## config.mk

```make
export PLATFORM = sky130hd
export DESIGN_NAME = muldiv_hilo
export DESIGN_NICKNAME = d
export VERILOG_FILES = /design/src/rtl/muldiv_pkg.sv /design/src/rtl/muldiv_prep.sv /design/src/rtl/mul_iter.sv /design/src/rtl/div_iter.sv /design/src/rtl/muldiv_hilo.sv
export SDC_FILE = /design/constraint.sdc
export NUM_CORES = 1
export LEC_CHECK = 0
export BUFFER_PORTS_ARGS = -buffer_cell sky130_fd_sc_hd__buf_2
export CORE_MARGIN = 2
export CORE_UTILIZATION = 50
export CTS_CLUSTER_SIZE = 25
export DETAILED_ROUTE_END_ITERATION = 16
export PLACE_DENSITY = 0.69
export SYNTH_ARGS = -nofsm -noshare
export SYNTH_HDL_FRONTEND = slang
export SYNTH_SLANG_ARGS = --single-unit
```

## constraint.sdc

```tcl
create_clock -name clk -period 10.25 [get_ports clk]
set_clock_uncertainty 0.15 [all_clocks]
set_input_delay 1.5375 -clock clk [delete_from_list [all_inputs] [get_ports clk]]
set_output_delay 1.5375 -clock clk [all_outputs]
set_load 0.02 [all_outputs]
```

## src/rtl/muldiv_pkg.sv

```systemverilog
package muldiv_pkg;

    localparam int DATA_W = 32;

    typedef enum logic [2:0] {
        OP_MUL_S  = 3'd0,
        OP_MUL_U  = 3'd1,
        OP_DIV_S  = 3'd2,
        OP_DIV_U  = 3'd3,
        OP_SET_HI = 3'd4,
        OP_SET_LO = 3'd5
    } op_e;

    typedef enum logic [1:0] {
        ST_IDLE,
        ST_RUN,
        ST_FIX
    } state_e;

    // Sign and kind of the operation in flight
    typedef struct packed {
        logic is_div;
        logic is_signed;
        logic neg_a;
        logic neg_b;
    } job_t;

    function automatic logic op_is_arith(input logic [2:0] code);
        return code < 3'd4;
    endfunction

    function automatic logic op_is_move(input logic [2:0] code);
        return (code == OP_SET_HI) || (code == OP_SET_LO);
    endfunction

    function automatic logic op_is_div(input logic [2:0] code);
        return (code == OP_DIV_S) || (code == OP_DIV_U);
    endfunction

    function automatic logic op_is_signed(input logic [2:0] code);
        return (code == OP_MUL_S) || (code == OP_DIV_S);
    endfunction

endpackage

```

## src/rtl/muldiv_prep.sv

```systemverilog
module muldiv_prep #(
    parameter int W = 32
) (
    input  logic         is_signed,
    input  logic [W-1:0] a,
    input  logic [W-1:0] b,
    output logic [W-1:0] mag_a,
    output logic [W-1:0] mag_b,
    output logic         neg_a,
    output logic         neg_b
);
    // Magnitudes for the unsigned iterative datapath; the most-negative
    // value maps onto its own bit pattern, which is its correct magnitude.
    always_comb begin
        neg_a = is_signed && a[W-1];
        neg_b = is_signed && b[W-1];
        mag_a = neg_a ? (~a + W'(1)) : a;
        mag_b = neg_b ? (~b + W'(1)) : b;
    end

endmodule

```

## src/rtl/mul_iter.sv

```systemverilog
module mul_iter #(
    parameter int W = 32
) (
    input  logic           clk,
    input  logic           rst,
    input  logic           load,
    input  logic           step,
    input  logic [W-1:0]   mcand,
    input  logic [W-1:0]   mplier,
    output logic [2*W-1:0] prod
);
    logic [W-1:0] mcand_q;
    logic [W:0]   upper_sum;

    // One shift-add step: add the multiplicand when the low bit is set,
    // then shift the whole product right by one.
    always_comb begin
        upper_sum = {1'b0, prod[2*W-1:W]} + (prod[0] ? {1'b0, mcand_q} : '0);
    end

    always_ff @(posedge clk) begin
        if (rst) begin
            prod    <= '0;
            mcand_q <= '0;
        end else if (load) begin
            prod    <= {{W{1'b0}}, mplier};
            mcand_q <= mcand;
        end else if (step) begin
            prod    <= {upper_sum, prod[W-1:1]};
        end
    end

endmodule

```

## src/rtl/div_iter.sv

```systemverilog
module div_iter #(
    parameter int W = 32
) (
    input  logic         clk,
    input  logic         rst,
    input  logic         load,
    input  logic         step,
    input  logic [W-1:0] dividend,
    input  logic [W-1:0] divisor,
    output logic [W-1:0] quo,
    output logic [W-1:0] rem
);
    logic [W-1:0] dsor_q;
    logic [W:0]   shifted;
    logic [W:0]   trial;
    logic         fits;

    // Restoring step: bring in the next dividend bit, subtract if it fits.
    always_comb begin
        shifted = {rem, quo[W-1]};
        trial   = shifted - {1'b0, dsor_q};
        fits    = shifted >= {1'b0, dsor_q};
    end

    always_ff @(posedge clk) begin
        if (rst) begin
            quo    <= '0;
            rem    <= '0;
            dsor_q <= '0;
        end else if (load) begin
            quo    <= dividend;
            rem    <= '0;
            dsor_q <= divisor;
        end else if (step) begin
            quo    <= {quo[W-2:0], fits};
            rem    <= fits ? trial[W-1:0] : shifted[W-1:0];
        end
    end

endmodule

```

## src/rtl/muldiv_hilo.sv

```systemverilog
module muldiv_hilo import muldiv_pkg::*; #(
    parameter int W = DATA_W
) (
    input  logic         clk,
    input  logic         rst,
    input  logic         start,
    input  logic [2:0]   op,
    input  logic [W-1:0] opa,
    input  logic [W-1:0] opb,
    output logic         busy,
    output logic [W-1:0] hi,
    output logic [W-1:0] lo
);
    localparam int            CW      = $clog2(W);
    localparam logic [CW-1:0] LAST    = CW'(W - 1);
    localparam logic [W-1:0]  MIN_NEG = {1'b1, {(W-1){1'b0}}};

    state_e          state_q;
    logic [CW-1:0]   cnt_q;
    job_t            job_q;
    logic [W-1:0]    a_raw, b_raw;
    logic [W-1:0]    hi_q, lo_q;

    logic            load, step, mov_hi, mov_lo, commit;
    logic [W-1:0]    mag_a, mag_b;
    logic            neg_a, neg_b;
    logic [2*W-1:0]  prod, prod_s;
    logic [W-1:0]    quo, rem;
    logic [W-1:0]    res_hi, res_lo;

    assign load   = start && op_is_arith(op);
    assign mov_hi = start && (op == OP_SET_HI);
    assign mov_lo = start && (op == OP_SET_LO);
    assign step   = (state_q == ST_RUN) && !load;
    assign commit = (state_q == ST_FIX) && !load && !mov_hi && !mov_lo;
    assign busy   = (state_q != ST_IDLE);
    assign hi     = hi_q;
    assign lo     = lo_q;

    muldiv_prep #(.W(W)) u_prep (
        .is_signed (op_is_signed(op)),
        .a         (opa),
        .b         (opb),
        .mag_a     (mag_a),
        .mag_b     (mag_b),
        .neg_a     (neg_a),
        .neg_b     (neg_b)
    );

    mul_iter #(.W(W)) u_mul (
        .clk    (clk),
        .rst    (rst),
        .load   (load),
        .step   (step && !job_q.is_div),
        .mcand  (mag_a),
        .mplier (mag_b),
        .prod   (prod)
    );

    div_iter #(.W(W)) u_div (
        .clk      (clk),
        .rst      (rst),
        .load     (load),
        .step     (step && job_q.is_div),
        .dividend (mag_a),
        .divisor  (mag_b),
        .quo      (quo),
        .rem      (rem)
    );

    // Sequencer: load, W iteration cycles, one fix-up/commit cycle.
    always_ff @(posedge clk) begin
        if (rst) begin
            state_q <= ST_IDLE;
            cnt_q   <= '0;
            job_q   <= '0;
            a_raw   <= '0;
            b_raw   <= '0;
        end else if (load) begin
            state_q <= ST_RUN;
            cnt_q   <= '0;
            job_q   <= '{is_div: op_is_div(op), is_signed: op_is_signed(op),
                         neg_a: neg_a, neg_b: neg_b};
            a_raw   <= opa;
            b_raw   <= opb;
        end else if (mov_hi || mov_lo) begin
            state_q <= ST_IDLE;
        end else begin
            case (state_q)
                ST_RUN: begin
                    cnt_q <= cnt_q + CW'(1);
                    if (cnt_q == LAST) state_q <= ST_FIX;
                end
                ST_FIX:  state_q <= ST_IDLE;
                default: state_q <= ST_IDLE;
            endcase
        end
    end

    // Sign fix-up and the fixed results of the non-faulting divide cases
    always_comb begin
        prod_s = (job_q.neg_a ^ job_q.neg_b) ? (~prod + (2*W)'(1)) : prod;
        res_hi = prod_s[2*W-1:W];
        res_lo = prod_s[W-1:0];
        if (job_q.is_div) begin
            if (b_raw == '0) begin
                res_hi = a_raw;
                res_lo = (job_q.is_signed && a_raw[W-1]) ? W'(1) : '1;
            end else if (job_q.is_signed && a_raw == MIN_NEG && b_raw == '1) begin
                res_hi = '0;
                res_lo = MIN_NEG;
            end else begin
                res_lo = (job_q.neg_a ^ job_q.neg_b) ? (~quo + W'(1)) : quo;
                res_hi = job_q.neg_a ? (~rem + W'(1)) : rem;
            end
        end
    end

    always_ff @(posedge clk) begin
        if (rst) begin
            hi_q <= '0;
            lo_q <= '0;
        end else if (mov_hi) begin
            hi_q <= opa;
        end else if (mov_lo) begin
            lo_q <= opa;
        end else if (commit) begin
            hi_q <= res_hi;
            lo_q <= res_lo;
        end
    end

    AST_START_BUSY: assert property (@(posedge clk) disable iff (rst)
        load |=> busy);
    AST_HOLD_WHILE_BUSY: assert property (@(posedge clk) disable iff (rst)
        busy && !start |=> !busy || ($stable(hi) && $stable(lo)));
    AST_IDLE_QUIET: assert property (@(posedge clk) disable iff (rst)
        !busy && !load && !mov_hi && !mov_lo |=> !busy && $stable(hi) && $stable(lo));
    AST_MOVE_HI: assert property (@(posedge clk) disable iff (rst)
        mov_hi |=> !busy && hi == $past(opa) && $stable(lo));
    AST_RESTART: assert property (@(posedge clk) disable iff (rst)
        busy && load |=> busy && cnt_q == '0);
    AST_UDIV_ZERO: assert property (@(posedge clk) disable iff (rst)
        commit && job_q.is_div && !job_q.is_signed && b_raw == '0
        |=> lo == '1 && hi == $past(a_raw));
    AST_SDIV_OVF: assert property (@(posedge clk) disable iff (rst)
        commit && job_q.is_div && job_q.is_signed && a_raw == MIN_NEG && b_raw == '1
        |=> lo == MIN_NEG && hi == '0);

endmodule

```

==> impl_metrics.tcl <==
set metrics [dict create \
    ir_drop_v 0.000110 \
    status "finished, final reports clean" \
    die_h_um 209 \
    critical_path.max_fanout 44 \
    setup_viol 0 \
    finalCritPeriodShare 0.457 \
    vias_per_cell 6.47 \
    ys.flop_type "dfxtp_1" \
    die-area_mm2 0.0436 \
    cts_max_level 2 \
    start_util 0.510 \
    grt_pass1_wl_mm 118 \
    drive_gt1_frac 0.0989 \
    place_ws_ps 5110 \
    postSynthAreaPerCell_um2 7.83 \
    syn_area_mm2 0.0210 \
    cp-start-kind "register" \
    core-area_mm2 0.0411 \
    slew_violations 0 \
    relSlewSlack 0.176 \
    cts_root_buffer "clkbuf_16" \
    max_cap_viol_count 0 \
    critPathLaunch "u_div.dsor_q[0]$_SDFFE_PP0P_" \
    num_io_pins 135 \
    finalSetupTns_ps 0 \
    cp_top_family "simple AND/OR/NAND/NOR gates" \
    reg2reg_depth 8 \
    cts.reportedPaths.clkPinSlew_ps 60 \
    power_density_mw_per_mm2 151 \
    cts_setup_buffers 0 \
    clock_sinks 329 \
    cts_made_buffers 39 \
    clkLatencyLatePin_ps 580 \
    synth-seq-cells 329 \
    synth-async-reset-ratio 0 \
    seqCellArea_mm2 0.00659 \
    port_buffers 134 \
    r2r_end "lo[25]$_SDFFE_PP0P_" \
    finalNetCount 2834 \
    grt-ovfl-total 0 \
    power_leakage_nw 9.25 \
    clockBufferDepth 3 \
    die_w_um 209 \
    fin_crit_ps 4690 \
    worstReg2RegStart "u_div.dsor_q[0]$_SDFFE_PP0P_" \
    first_pass_iters 6 \
    nFillCells 3897 \
    cp_slowest_cell "nand2_1" \
    ant_nets 0 \
    tightest_slew_ps 1220 \
    fin_ws_ps 5560 \
    synth_cell_types 82 \
    dp_hpwl_mm 56.5 \
    path_class "reg -> reg" \
    ys_seq_area_frac 0.314 \
    rsz0062_at_grt "false" \
    wirelength_mm 77.6 \
    antenna_found_initial 3 \
    finalPower_mw 3.50 \
    cp.required_ps 10540 \
    r2r_slack_ps 5560 \
    cp.depth 8 \
    postCtsHoldBufs 0 \
    cp_data_arrival_time_ps 4980 \
    wl_per_cell_um 23.8 \
    syn_nets 2818 \
    cts_tree "yes" \
    vias 21063 \
    track_usage 0.346 \
    synth_edf_count 0 \
    max_stage_delay_ps 1030 \
    area_growth_pct 10.7 \
    multi_input_area_mm2 0.0134 \
    cts_resized 0 \
    first_iter_violations 2424 \
    hold_class "reg -> reg" \
    worstPathCellList "nor4_1, nand2_1, nor4_2, buf_4, nand2_1, nand2_1, o22ai_1, a2111oi_0" \
    placementRows 74 \
    postSynthCellCount 2675 \
    cp_common_cell "nand2_1" \
    grt_start_max_net_pins 94 \
    end_kind "register" \
    max_clock_freq_mhz 213 \
    yosysWarningCount 0 \
    endpoint "lo[25]$_SDFFE_PP0P_" \
    drc 0 \
    worst-path-buf-inv 1 \
    hold_viol_final 0 \
    gp_congestion 0.982 \
    grt_pass1_vias 19485 \
]
placed cells by master, fill, tap and decap left out, types with 77 or more instances in the layout:
cell	n
dfxtp_1	328
nand2_1	305
a21oi_1	300
nor2_1	182
o21ai_0	135
buf_2	133
xnor2_1	124
xor2_1	98
a21boi_0	83
mux2i_1	77
synth_stat cells (10+ instances only):
master / count / area [um^2]
dfxtp_1: 329 / 6590
nand2_1: 305 / 1140
a21oi_1: 300 / 1500
nor2_1: 183 / 687
clkbuf_1: 162 / 608
o21ai_0: 135 / 676
xnor2_1: 125 / 1090
xor2_1: 99 / 867
a21boi_0: 83 / 623
mux2i_1: 77 / 771
ha_1: 71 / 888
inv_1: 71 / 267
nand3_1: 58 / 290
o31ai_1: 43 / 323
and2_1: 42 / 263
a21o_1: 39 / 293
nor3_1: 37 / 185
o22ai_1: 36 / 225
a211oi_1: 35 / 263
o21a_1: 35 / 263
nor4_1: 33 / 206
a31oi_1: 26 / 163
o211ai_1: 26 / 195
a22oi_1: 25 / 188
or3_1: 24 / 150
or4_1: 23 / 173
nand4_1: 19 / 119
o41ai_1: 19 / 166
a2111oi_0: 18 / 158
a221oi_1: 16 / 140
nand2b_1: 15 / 93.8
and3_1: 14 / 87.6
buf_1: 10 / 37.5
o21ai_1: 10 / 50.1
worst register-to-register path: stages (launching register included):
cell	delay (ps)
dfxtp_1	410
nor4_1	610
nand2_1	230
nor4_2	320
buf_4	460
nand2_1	530
nand2_1	1040
o22ai_1	360
a2111oi_0	470
routing by layer:
metal | GRT usage | wire length, um
met4 | 0.153 | 3430
met2 | 0.540 | 34100
met5 | 0 | 26
met3 | 0.0558 | 7070
met1 | 0.472 | 33000
final cells by class:
cell class | count | share of cell area
Multi-Input combinational cell | 2086 | 0.576
Sequential cell | 329 | 0.284
Clock buffer | 54 | 0.0488
Timing Repair Buffer | 163 | 0.0386
Tap cell | 532 | 0.0287
Clock inverter | 17 | 0.0120
Inverter | 72 | 0.0117
Antenna cell | 1 | 0.000108
stage by stage:
step	hold slack (ps)	std cells	utilization	cell area, um^2
global placement	293	3182	0.530	21800
CTS	308	3253	0.564	23200
floorplan	282	2675	-	21000
finish	307	3254	0.564	23200
global route	329	3253	0.564	23200
detailed placement	297	3182	0.530	21800
worst min path at each step:
| stage | startpoint | endpoint | slack [ps] | cells past startpoint |
|---|---|---|---|---|
| floorplan | u_mul.mcand_q[3]$_SDFFE_PP0P_ | u_mul.mcand_q[3]$_SDFFE_PP0P_ | 280 | 2 |
| global placement | u_div.dsor_q[4]$_SDFFE_PP0P_ | u_div.dsor_q[4]$_SDFFE_PP0P_ | 290 | 2 |
| detailed placement | u_mul.mcand_q[18]$_SDFFE_PP0P_ | u_mul.mcand_q[18]$_SDFFE_PP0P_ | 300 | 1 |
| CTS | u_div.dsor_q[4]$_SDFFE_PP0P_ | u_div.dsor_q[4]$_SDFFE_PP0P_ | 310 | 2 |
| global route | u_mul.mcand_q[19]$_SDFFE_PP0P_ | u_mul.mcand_q[19]$_SDFFE_PP0P_ | 330 | 1 |
| finish | u_div.dsor_q[4]$_SDFFE_PP0P_ | u_div.dsor_q[4]$_SDFFE_PP0P_ | 310 | 2 |
power breakdown:
part	total (mW)	internal [mW]	switching [mW]	leakage, nW
logic	0.549	0.192	0.356	5.87
registers	1.40	1.34	0.0632	2.69
clock network	1.55	0.951	0.598	0.695
logic make-up (layout without fill, tap and decap cells):
kind of cell	count (synthesis)	in the layout	synth area share
muxes	77	77	0.0368
and+or+nand+nor	804	804	0.183
AOI/OAI and AO/OA	908	908	0.277
xor gates and xnor gates	224	224	0.0936
buffers and inverters	260	306	0.0513
DFF	329	329	0.314
other	0	1	0
adders and majority gates	73	73	0.0443
sequential cells by signal, indices dropped and copies added, names as in the netlist:
name	cells
hi	32
u_div.rem	32
u_mul.prod	64
b_raw	31
state_q	2
lo	32
job_q	4
cnt_q	5
a_raw	31
u_div.quo	32
u_div.dsor_q	32
u_mul.mcand_q	32
Note: power is estimated with default switching activity, not from simulation.
